File: src/rtl/srx_pkg.sv
package srx_pkg;

    localparam int DATA_W = 8;

    typedef enum logic [1:0] {
        MODE_ASYNC = 2'd0,
        MODE_MPROC = 2'd1,
        MODE_SYNC  = 2'd2
    } srx_mode_e;

    typedef enum logic [2:0] {
        ST_IDLE,
        ST_START,
        ST_DATA,
        ST_EXTRA,
        ST_STOP
    } srx_state_e;

    typedef struct packed {
        srx_mode_e mode;
        logic      len7;
        logic      par_en;
        logic      par_odd;
    } srx_cfg_t;

    typedef struct packed {
        logic [DATA_W-1:0] data;
        logic              addr;
        logic              perr;
        logic              ferr;
    } srx_frame_t;

    // number of data bits a frame carries under a configuration
    function automatic logic [3:0] frame_bits(input srx_cfg_t c);
        return (c.mode == MODE_ASYNC && c.len7) ? 4'd7 : 4'd8;
    endfunction

    // the bit after the data is present in multiprocessor mode or with parity
    function automatic logic has_extra(input srx_cfg_t c);
        return (c.mode == MODE_MPROC) || (c.mode == MODE_ASYNC && c.par_en);
    endfunction

    // data shifted in from the top, right-justify for short frames
    function automatic logic [DATA_W-1:0] align_data(input logic [DATA_W-1:0] sh,
                                                     input logic short_len);
        return short_len ? {1'b0, sh[DATA_W-1:1]} : sh;
    endfunction

    function automatic logic parity_bad(input logic [DATA_W-1:0] d,
                                        input logic pbit, input logic odd);
        return ((^d) ^ pbit) != odd;
    endfunction

endpackage

File: src/rtl/srx_sync.sv
module srx_sync #(
    parameter int   STAGES  = 2,
    parameter logic RST_VAL = 1'b1
) (
    input  logic clk,
    input  logic rst,
    input  logic d,
    output logic q,
    output logic rise
);
    logic [STAGES-1:0] chain;
    logic              prev;

    always_ff @(posedge clk) begin
        if (rst) begin
            chain <= {STAGES{RST_VAL}};
            prev  <= RST_VAL;
        end else begin
            chain <= {chain[STAGES-2:0], d};
            prev  <= chain[STAGES-1];
        end
    end

    assign q    = chain[STAGES-1];
    assign rise = chain[STAGES-1] & ~prev;
endmodule

File: src/rtl/srx_frame_engine.sv
module srx_frame_engine
    import srx_pkg::*;
#(
    parameter int OS_RATE = 16
) (
    input  logic       clk,
    input  logic       rst,
    input  logic       rx_s,
    input  logic       os_tick,
    input  logic       sclk_rise,
    input  srx_cfg_t   cfg,
    input  logic       enable,
    output logic       done,
    output srx_frame_t frame
);
    localparam int CW = $clog2(OS_RATE);
    localparam logic [CW-1:0] CNT_HALF = CW'(OS_RATE / 2 - 1);
    localparam logic [CW-1:0] CNT_LAST = CW'(OS_RATE - 1);

    srx_state_e        state;
    srx_cfg_t          cfg_q;
    logic [CW-1:0]     cnt;
    logic [3:0]        bitn;
    logic [DATA_W-1:0] shreg;
    logic              extra_q;
    logic              rx_prev;

    logic              is_sync;
    logic              sample_now;
    logic [DATA_W-1:0] sh_next;

    assign is_sync    = (cfg_q.mode == MODE_SYNC);
    assign sample_now = is_sync ? sclk_rise : (os_tick && cnt == CNT_LAST);
    assign sh_next    = {rx_s, shreg[DATA_W-1:1]};

    always_ff @(posedge clk) begin
        if (rst) begin
            state   <= ST_IDLE;
            cfg_q   <= '0;
            cnt     <= '0;
            bitn    <= '0;
            shreg   <= '0;
            extra_q <= 1'b0;
            rx_prev <= 1'b1;
            done    <= 1'b0;
            frame   <= '0;
        end else begin
            done <= 1'b0;
            if (os_tick) rx_prev <= rx_s;

            // tick counter runs inside asynchronous frames only
            if (state != ST_IDLE && !is_sync && os_tick)
                cnt <= (cnt == CNT_LAST) ? '0 : cnt + 1'b1;

            unique case (state)
                ST_IDLE: begin
                    if (enable) begin
                        if (cfg.mode == MODE_SYNC) begin
                            if (sclk_rise) begin
                                cfg_q <= cfg;
                                shreg <= sh_next;
                                bitn  <= 4'd1;
                                state <= ST_DATA;
                            end
                        end else if (os_tick && rx_prev && !rx_s) begin
                            cfg_q <= cfg;
                            cnt   <= '0;
                            state <= ST_START;
                        end
                    end
                end
                ST_START: begin
                    if (os_tick && cnt == CNT_HALF) begin
                        cnt <= '0;
                        if (rx_s) begin
                            state <= ST_IDLE;
                        end else begin
                            bitn  <= '0;
                            state <= ST_DATA;
                        end
                    end
                end
                ST_DATA: begin
                    if (sample_now) begin
                        shreg <= sh_next;
                        bitn  <= bitn + 1'b1;
                        if (bitn + 1'b1 == frame_bits(cfg_q)) begin
                            if (is_sync) begin
                                done        <= 1'b1;
                                frame.data  <= sh_next;
                                frame.addr  <= 1'b0;
                                frame.perr  <= 1'b0;
                                frame.ferr  <= 1'b0;
                                state       <= ST_IDLE;
                            end else begin
                                state <= has_extra(cfg_q) ? ST_EXTRA : ST_STOP;
                            end
                        end
                    end
                end
                ST_EXTRA: begin
                    if (sample_now) begin
                        extra_q <= rx_s;
                        state   <= ST_STOP;
                    end
                end
                ST_STOP: begin
                    if (sample_now) begin
                        done       <= 1'b1;
                        frame.data <= align_data(shreg, frame_bits(cfg_q) == 4'd7);
                        frame.addr <= (cfg_q.mode == MODE_MPROC) && extra_q;
                        frame.perr <= (cfg_q.mode == MODE_ASYNC) && cfg_q.par_en &&
                                      parity_bad(align_data(shreg, frame_bits(cfg_q) == 4'd7),
                                                 extra_q, cfg_q.par_odd);
                        frame.ferr <= !rx_s;
                        state      <= ST_IDLE;
                    end
                end
                default: state <= ST_IDLE;
            endcase
        end
    end
endmodule

File: src/rtl/srx_status.sv
module srx_status
    import srx_pkg::*;
(
    input  logic              clk,
    input  logic              rst,
    input  logic              done,
    input  srx_frame_t        frame,
    input  logic              rd_strobe,
    input  logic              ctl_wr,
    input  logic              ctl_err_clr_n,
    output logic [DATA_W-1:0] rx_data,
    output logic              rx_addr_flag,
    output logic              data_ready,
    output logic              err_parity,
    output logic              err_overrun,
    output logic              err_framing
);
    logic clr_req;
    assign clr_req = ctl_wr && !ctl_err_clr_n;

    always_ff @(posedge clk) begin
        if (rst) begin
            rx_data      <= '0;
            rx_addr_flag <= 1'b0;
            data_ready   <= 1'b0;
            err_parity   <= 1'b0;
            err_overrun  <= 1'b0;
            err_framing  <= 1'b0;
        end else begin
            if (clr_req) begin
                err_parity  <= 1'b0;
                err_overrun <= 1'b0;
                err_framing <= 1'b0;
            end
            if (rd_strobe) data_ready <= 1'b0;
            if (done) begin
                if (data_ready && !rd_strobe) begin
                    err_overrun <= 1'b1;
                end else begin
                    rx_data      <= frame.data;
                    rx_addr_flag <= frame.addr;
                    data_ready   <= 1'b1;
                    if (frame.perr) err_parity  <= 1'b1;
                    if (frame.ferr) err_framing <= 1'b1;
                end
            end
        end
    end
endmodule

File: src/rtl/mmode_serial_rx.sv
module mmode_serial_rx
    import srx_pkg::*;
#(
    parameter int OS_RATE     = 16,
    parameter int SYNC_STAGES = 2
) (
    input  logic       clk,
    input  logic       rst,
    input  logic       rx_in,
    input  logic       os_tick,
    input  logic       sclk_in,
    input  logic [1:0] cfg_mode,
    input  logic       cfg_len7,
    input  logic       cfg_par_en,
    input  logic       cfg_par_odd,
    input  logic       rx_enable,
    input  logic       rd_strobe,
    input  logic       ctl_wr,
    input  logic       ctl_err_clr_n,
    output logic       err_clr_rb,
    output logic [7:0] rx_data,
    output logic       rx_addr_flag,
    output logic       data_ready,
    output logic       err_parity,
    output logic       err_overrun,
    output logic       err_framing
);
    logic       rx_s;
    logic       rx_rise_unused;
    logic       sclk_s_unused;
    logic       sclk_rise;
    srx_cfg_t   cfg;
    logic       fr_done;
    srx_frame_t fr;

    assign cfg.mode    = srx_mode_e'(cfg_mode);
    assign cfg.len7    = cfg_len7;
    assign cfg.par_en  = cfg_par_en;
    assign cfg.par_odd = cfg_par_odd;
    assign err_clr_rb  = 1'b1;

    srx_sync #(.STAGES(SYNC_STAGES), .RST_VAL(1'b1)) u_rx_sync (
        .clk(clk), .rst(rst), .d(rx_in), .q(rx_s), .rise(rx_rise_unused)
    );

    srx_sync #(.STAGES(SYNC_STAGES), .RST_VAL(1'b1)) u_sclk_sync (
        .clk(clk), .rst(rst), .d(sclk_in), .q(sclk_s_unused), .rise(sclk_rise)
    );

    srx_frame_engine #(.OS_RATE(OS_RATE)) u_eng (
        .clk(clk), .rst(rst), .rx_s(rx_s), .os_tick(os_tick),
        .sclk_rise(sclk_rise), .cfg(cfg), .enable(rx_enable),
        .done(fr_done), .frame(fr)
    );

    srx_status u_stat (
        .clk(clk), .rst(rst), .done(fr_done), .frame(fr),
        .rd_strobe(rd_strobe), .ctl_wr(ctl_wr), .ctl_err_clr_n(ctl_err_clr_n),
        .rx_data(rx_data), .rx_addr_flag(rx_addr_flag), .data_ready(data_ready),
        .err_parity(err_parity), .err_overrun(err_overrun), .err_framing(err_framing)
    );
endmodule

File: config.mk
export PLATFORM = sky130hd
export DESIGN_NAME = mmode_serial_rx
export DESIGN_NICKNAME = d
export VERILOG_FILES = /design/src/rtl/srx_pkg.sv /design/src/rtl/srx_sync.sv /design/src/rtl/srx_frame_engine.sv /design/src/rtl/srx_status.sv /design/src/rtl/mmode_serial_rx.sv
export SDC_FILE = /design/constraint.sdc
export NUM_CORES = 1
export LEC_CHECK = 0
export ABC_AREA = 1
export BUFFER_PORTS_ARGS = -buffer_cell sky130_fd_sc_hd__buf_2
export CORE_MARGIN = 10
export CORE_UTILIZATION = 45
export CTS_CLUSTER_SIZE = 28
export DETAILED_ROUTE_END_ITERATION = 10
export MAX_ROUTING_LAYER = met4
export PLACE_DENSITY = 0.73
export RECOVER_POWER = 100
export SYNTH_ARGS = -nofsm -noshare
export SYNTH_HDL_FRONTEND = slang
export SYNTH_HIERARCHICAL = 1
export SYNTH_SLANG_ARGS = --single-unit
File: constraint.sdc
create_clock -name clk -period 1.5 [get_ports clk]
set_clock_uncertainty 0.05 [all_clocks]
set_input_delay 0.075 -clock clk [delete_from_list [all_inputs] [get_ports clk]]
set_output_delay 0.075 -clock clk [all_outputs]
set_load 0.02 [all_outputs]
==> impl_metrics.ini, run 1 <==
[outcome]
status = finished with violations
violations = setup timing

[setup_path]
crit_path_max_fanout = 6
critPathSlowestCell = dfxtp_4
slowest_delay_ns = 0.38
arrival_ns = 1.88
required_ns = 1.72
cp-end-kind = flip-flop
path_cells = ha_4, nand2_2, nor2_1, nand2_1, nand2_2, nand3_4, a21oi_4, buf_6, nand2_1, a21oi_2
start_kind = flip-flop
crit_type = reg -> reg

[sta]
setup_viol = 29
min_period_ns = 1.66
hold_viol = 0
hold_ws_ns = 0.0103
fin_ws_ns = -0.164
fmax_mhz = 601
tns_ns = -2.68
rsz0062_at_grt = yes
drv_slew = 0
slew_headroom = 0.593
worst_pin_slew_ns = 0.609
fin_crit_sh = 1.11

[floorplan]
start_util = 0.469
die_area_um2 = 9850
chipHeight_um = 99.3
ios = 28
core_um2 = 6030
die_w_um = 99.3
row_count = 28

[power_and_ir_drop]
finalPower_mw = 4.26
p_leak_nw = 1.56
cellPowerDensity_nw_per_um2 = 1170
peakVddDrop_uv = 501

[detailed_routing]
wl_per_cell_um = 13.4
drtIter0Drc = 205
first_pass_iters = 5
drtAntennaViolNets = 0
drt-total-wl_um = 7320
drc = 0
vias = 2771
via_per_inst = 5.06

[placement]
dpl.hpwl_um = 4420
place_ws_ns = -0.178
globalplace.congestion = 0.848
io_buffers = 26
placed_cell_area_um2 = 3130
dp_cells = 518

[layout]
final_area_um2 = 3630
diodes = 0
final_util = 0.602
fin_nets = 488
layout-drive-gt1-share = 0.279
syn2layout_area_growth_pct = 28.3
stdcell_count = 548

[yosys]
synthCells = 408
synth_warnings = 6
synthesis.nets = 424
syn_area_um2 = 2830
synth_area_per_cell_um2 = 6.93

[clocking]
cts_tree = done
cts_buffers = 5
htree_levels = 2
clockBufferDepth = 2
clk_latency_ns = 0.33
cts.sinks = 56
cts_root_buffer = clkbuf_8
clk_pin_slew_ns = 0.11

[grt]
grt-ovfl-total = 0
grt_max_degree = 23
grt_pass1_wl_um = 10900
grt_pass1_vias = 2511
track_usage = 0.132
antenna_found_initial = 0

[hold_path]
hold_path_class = in -> reg

[run]
maxCapViolCount = 0
## sequential cells by signal (all words and copies together) (netlist names), 2 cells and up
register,count
u_eng/bitn,4
u_eng/cfg_q,5
u_eng/cnt,4
u_eng/frame,11
u_eng/shreg,8
u_eng/state,3
u_rx_sync/chain,2
u_sclk_sync/chain,2
u_stat/rx_data,8
## worst paths after layout
| check | endpoint | slack (ns) | startpoint | cells past startpoint |
|---|---|---|---|---|
| hold reg to reg | u_rx_sync/chain[1] | 0.36 | u_rx_sync/chain[0] | 2 |
| setup / recovery | u_eng/frame[5] | -0.16 | u_eng/bitn[1] | 10 |
| setup reg to reg | u_eng/frame[5] | -0.16 | u_eng/bitn[1] | 10 |
| hold / removal | u_stat/err_overrun | 0.01 | ctl_wr | 4 |
## power breakdown
group | total, mW | internal [mW] | switching [mW]
sequential | 1.74 | 1.62 | 0.124
clock | 0.889 | 0.342 | 0.547
combinational | 1.63 | 0.635 | 0.997
total | 4.26 | 2.59 | 1.67
## worst max-delay path, delay by kind of cell (launching register included)
family          cells  cell delay (ns)
fa+ha+maj           1             0.27
flops               1             0.38
buf+inv             1             0.14
simple gates        6             0.48
compound gates      2             0.28
## layout by cell type (no fill, tap or decap), drive strengths merged
master / n
a211oi: 1
o21ai: 38
clkinv: 3
clkbuf: 18
a21oi: 43
nand3: 32
dfxtp: 56
ha: 2
buf: 47
dlygate4sd3: 7
nor2: 56
xor2: 4
a21boi: 1
inv: 59
xnor2: 1
o22ai: 3
nor3: 2
conb: 1
nand3b: 2
o221ai: 1
nand2: 96
## final cells by class
| cell class | instances | area [um^2] |
|---|---|---|
| inverter | 59 | 224 |
| multi-input combinational | 283 | 1610 |
| clock inverter | 3 | 26.3 |
| timing repair buffer | 67 | 459 |
| clock buffer | 5 | 68.8 |
| tap | 75 | 93.8 |
| sequential | 56 | 1140 |
| fill | 524 | 2400 |
## what timing repair did
item,CTS,global route
gates cloned,0,4
endpoints found under the hold margin,7,0
hold buffers,7,0
buffers inserted,6,5
resized for setup,27,52
pin swaps,8,18
endpoints found under the setup margin,27,37
## layer usage
metal  track usage  share of wire  vias to the layer above  wire length (um)
met5             -              0                        -                 0
met2         0.211           0.47                       81              3450
met1         0.158           0.44                     1246              3230
met3        0.0318          0.065                       18               478
li1              -              -                     1426                 -
met4        0.0430          0.022                        0               163
(Power assumes the default switching activity.)
==> run 2: changes to the inputs <==
CELL_PAD_IN_SITES_DETAIL_PLACEMENT = 1   (was default)
CELL_PAD_IN_SITES_GLOBAL_PLACEMENT = 1   (was default)
CORE_UTILIZATION = 38   (was 45)
PLACE_DENSITY = 0.82   (was 0.73)
==> impl_metrics.ini, run 2 (same netlist as run 1, synthesis figures left out) <==
[outcome]
status = finished with violations
violations = setup timing

[setup_path]
crit_family = simple AND/OR/NAND/NOR gates
path_cells = inv_2, nand2_2, inv_4, buf_4, nand3_1, nand2_2, a21oi_2, nand2_2, o21ai_1, nor2_1
required_ns = 1.66
crit_path_max_fanout = 4
slowest_delay_ns = 0.38
cp-end-kind = flip-flop
arrival_ns = 2.00
cp_num_buf_inv = 3
crit_path_frequent_cell = nand2_2
start_kind = flip-flop
crit_type = reg -> reg
r2r_slack_ns = -0.34
critPathSlowestCell = dfxtp_2

[run]
maxCapViolCount = 0

[layout]
final_cell_mix = 67 x nand2_1, 48 x dfxtp_1, 47 x inv_1, 40 x buf_4, 40 x nor2_1
largest_reg_flops = 11
syn2layout_area_growth_pct = 37.2
diodes = 0
final_common_cell = nand2_1
layout-drive-gt1-share = 0.332
stdcell_count = 590
largestRegisters = u_eng/frame x11, u_eng/shreg x8, u_stat/rx_data x8
fin_nets = 506
top_register = u_eng/frame
fillers = 941

[power_and_ir_drop]
cellPowerDensity_nw_per_um2 = 1190
power_switching_mw = 1.90
p_int_mw = 2.72
p_comb_frac = 0.429
p_leak_nw = 1.67
peakVddDrop_uv = 476
p_seq_frac = 0.376
p_clk_frac = 0.195
finalPower_mw = 4.62
swShare = 0.411

[placement]
dpl.hpwl_um = 5610
globalplace.congestion = 0.892
io_buffers = 26
dp_cells = 551
place_ws_ns = -0.245

[clocking]
htree_levels = 2
clk_latency_ns = 0.32
clk_pin_slew_ns = 0.11
cts_buffers = 5
cts_root_buffer = clkbuf_8
clockBufferDepth = 2
cts_tree = done
cts.sinks = 56

[sta]
rsz0062_at_grt = yes
slew_headroom = 0.554
fin_ws_ns = -0.340
hold_viol = 0
fmax_mhz = 543
fin_crit_sh = 1.23
drv_slew = 0
min_period_ns = 1.84
hold_ws_ns = 0.0117
setup_viol = 32
worst_pin_slew_ns = 0.668

[detailed_routing]
wl_per_cell_um = 17.7
drtIter0Drc = 109
vias = 3008
drt-total-wl_um = 10400
via_per_inst = 5.10
drc = 0
first_pass_iters = 4
drtAntennaViolNets = 0

[floorplan]
chipHeight_um = 106
core_um2 = 7250
ios = 28
die_area_um2 = 11300
die_w_um = 106
start_util = 0.390
row_count = 31

[grt]
grt_max_degree = 23
antenna_found_initial = 0
grt_pass1_vias = 3005
grt_pass1_wl_um = 14300
track_usage = 0.155
grt-ovfl-total = 0

[hold_path]
hold_path_class = in -> reg
[run 2: changes by cell type in the layout (fill, tap and decap cells not counted), sizes merged]
cell	change
buf	+12
dlygate4sd3	+4
clkbuf	+2
[run 2: final timing paths]
| check | cells past startpoint | to | from |
|---|---|---|---|
| setup / recovery | 10 | u_eng/state[0] | u_eng/state[0] |
| hold / removal | 4 | u_stat/err_framing | ctl_wr |
| hold reg to reg | 2 | u_rx_sync/chain[1] | u_rx_sync/chain[0] |
| setup reg to reg | 10 | u_eng/state[0] | u_eng/state[0] |
[run 2: layer usage]
| layer | routed length [um] | vias to the layer above | GRT usage |
|---|---|---|---|
| met5 | 0 | - | - |
| met4 | 440 | 0 | 0.0503 |
| met3 | 424 | 36 | 0.0296 |
| met2 | 5430 | 76 | 0.283 |
| met1 | 4120 | 1437 | 0.166 |
| li1 | - | 1459 | - |
[run 2: power by group through the flow]
stage               Sequential [mW]  Combinational (mW)  Clock (mW)
finish                         1.73                1.98       0.898
CTS                            1.73                1.60       0.888
global route                   1.75                2.15       0.973
global placement               1.75                1.24           0
detailed placement             1.76                1.32           0
floorplan                      1.75               0.871           0
[run 2: worst reg2reg max path, delay by kind of cell (launching register included)]
family                 cells  cell delay, ns
buffers and inverters      3            0.29
and+or+nand+nor            5            0.64
AOI/OAI and AO/OA          2            0.37
DFF                        1            0.38
[run 2: cell type report]
cell class                 instances  area (um^2)  area share
clock buffer                       5         68.8      0.0177
clock inverter                     3         22.5     0.00581
inverter                          59          229      0.0590
multi-input combinational        283         1690       0.435
sequential                        56         1140       0.294
tap                               99          124      0.0319
timing repair buffer              85          609       0.157
[run 2: through the flow]
stage           util  setup TNS, ns  cell area, um^2
2_1_floorplan      -              0             2840
3_3_place_gp   0.445          -1.25             3220
3_5_place_dp   0.445          -4.00             3220
4_1_cts        0.501          -1.56             3630
5_1_grt        0.535          -6.85             3880
6_report       0.535          -4.66             3880
[run 2: timing repair]
action,4_1_cts,5_1_grt
gates cloned,1,2
pin swaps,23,23
buffers inserted,9,10
gates resized for setup,43,61
endpoints found under the setup margin,27,36
hold buffers,11,0
endpoints found under the hold margin,9,0
==> run 3: changes to the inputs <==
ABC_AREA = default   (was 1)
CORE_UTILIZATION = 40   (was 38)
==> impl_metrics.ini, run 3 <==
[outcome]
status = finished with violations
violations = setup timing

[setup_path]
arrival_ns = 2.22
start_kind = flip-flop
cp-end-kind = flip-flop
required_ns = 1.64
r2r_slack_ns = -0.58
rr_worst_depth = 7
slowest_delay_ns = 0.37
path_cells = ha_4, nand3_4, or3_4, a221o_1, buf_6, o211ai_1, o41ai_2
crit_type = reg -> reg
crit_path_max_fanout = 5
critPathSlowestCell = dfxtp_2

[clocking]
cts_tree = done
clk_pin_slew_ns = 0.11
cts.sinks = 56
clk_latency_ns = 0.32
clockBufferDepth = 2
htree_levels = 2
cts_buffers = 5
cts_root_buffer = clkbuf_8

[layout]
final_common_cell = buf_4
final_area_um2 = 4080
diodes = 0
syn2layout_area_growth_pct = 51.1
fin_nets = 417
layout-drive-gt1-share = 0.420
largest_reg_flops = 11
final_cell_mix = 48 x buf_4, 44 x dfxtp_1, 23 x nor2_1, 21 x a21oi_1, 19 x mux2i_1
top_register = u_eng/frame
largestRegisters = u_eng/frame x11, u_eng/shreg x8, u_stat/rx_data x8
final_util = 0.631
stdcell_count = 479

[power_and_ir_drop]
finalPower_mw = 3.81
p_leak_nw = 1.51
peakVddDrop_uv = 697
cellPowerDensity_nw_per_um2 = 934

[floorplan]
die_area_um2 = 10400
chipHeight_um = 102
core_um2 = 6460
ios = 28
row_count = 29
start_util = 0.418
die_w_um = 102

[grt]
grt-ovfl-total = 0
antenna_found_initial = 0
grt_max_degree = 35
track_usage = 0.193
grt_pass1_vias = 2984
grt_pass1_wl_um = 15500

[placement]
io_buffers = 26
dpl.hpwl_um = 6150
globalplace.congestion = 0.917
dp_cells = 446
placed_cell_area_um2 = 3380

[detailed_routing]
drc = 0
first_pass_iters = 4
drt-total-wl_um = 11700
vias = 2944
via_per_inst = 6.15
wl_per_cell_um = 24.4
drtAntennaViolNets = 0
drtIter0Drc = 185

[sta]
worst_pin_slew_ns = 0.719
fin_crit_sh = 1.39
fin_ws_ns = -0.583
drv_slew = 0
min_period_ns = 2.08
fmax_mhz = 480
setup_viol = 38
slew_headroom = 0.520
hold_viol = 0
tns_ns = -15.49
rsz0062_at_grt = yes

[yosys]
synth_area_per_cell_um2 = 8.90
syn_area_um2 = 2700
synthesis.nets = 319
synthCells = 303
synth_warnings = 6

[run]
maxCapViolCount = 0

[hold_path]
hold_path_class = in -> reg
min_path_cells = 4
==> run 3: per-stage QoR <==
step | setup slack, ns | hold slack [ns]
2_1_floorplan | -0.477 | 0.0941
6_report | -0.583 | 0.0881
5_1_grt | -0.638 | 0.131
3_3_place_gp | -0.378 | 0.209
3_5_place_dp | -0.496 | 0.212
4_1_cts | -0.451 | 0.0803
==> run 3: repair_timing <==
item / CTS / global route
buffers inserted: 7 / 14
setup endpoints to repair: 36 / 37
gates cloned: 2 / 0
resized for setup: 50 / 48
hold buffers: 8 / 0
hold endpoints to repair: 11 / 0
pin swaps: 28 / 23
==> run 3: critical path, delay by kind of cell (launching register included) <==
family,cells,cell delay (ns)
buffers and inverters,1,0.15
adder cells (fa/ha/maj),1,0.17
AND/OR/NAND/NOR,2,0.43
AO/OA/AOI/OAI,3,0.79
flip-flops,1,0.37
==> run 3: area by class of cell <==
cell class                      instances  area (um^2)
Inverter                                5         22.5
Fill cell                             732         2380
Sequential cell                        56         1140
Multi-Input combinational cell        228         1860
Clock buffer                            5         68.8
Tap cell                               77         96.3
Clock inverter                          3         27.5
Timing Repair Buffer                  105          862
==> run 3: where the power goes <==
part	internal (mW)	switching, mW
clock	0.345	0.556
sequential	1.55	0.0541
combinational	0.604	0.695
==> run 3: final timing paths <==
| kind | start | to |
|---|---|---|
| setup reg to reg | u_eng/cnt[1] | u_eng/frame[1] |
| setup / recovery | u_eng/cnt[1] | u_eng/frame[1] |
| hold / removal | ctl_wr | u_stat/err_parity |
| hold reg to reg | u_rx_sync/chain[0] | u_rx_sync/chain[1] |
==> run 3: layer usage <==
layer  wire [um]  share of wire  GRT usage  up-vias
met2        6020           0.51      0.345      124
li1            -              -          -     1318
met1        4440           0.38      0.212     1456
met5           0              0          -        -
met3         676          0.058     0.0337       46
met4         552          0.047     0.0651        0
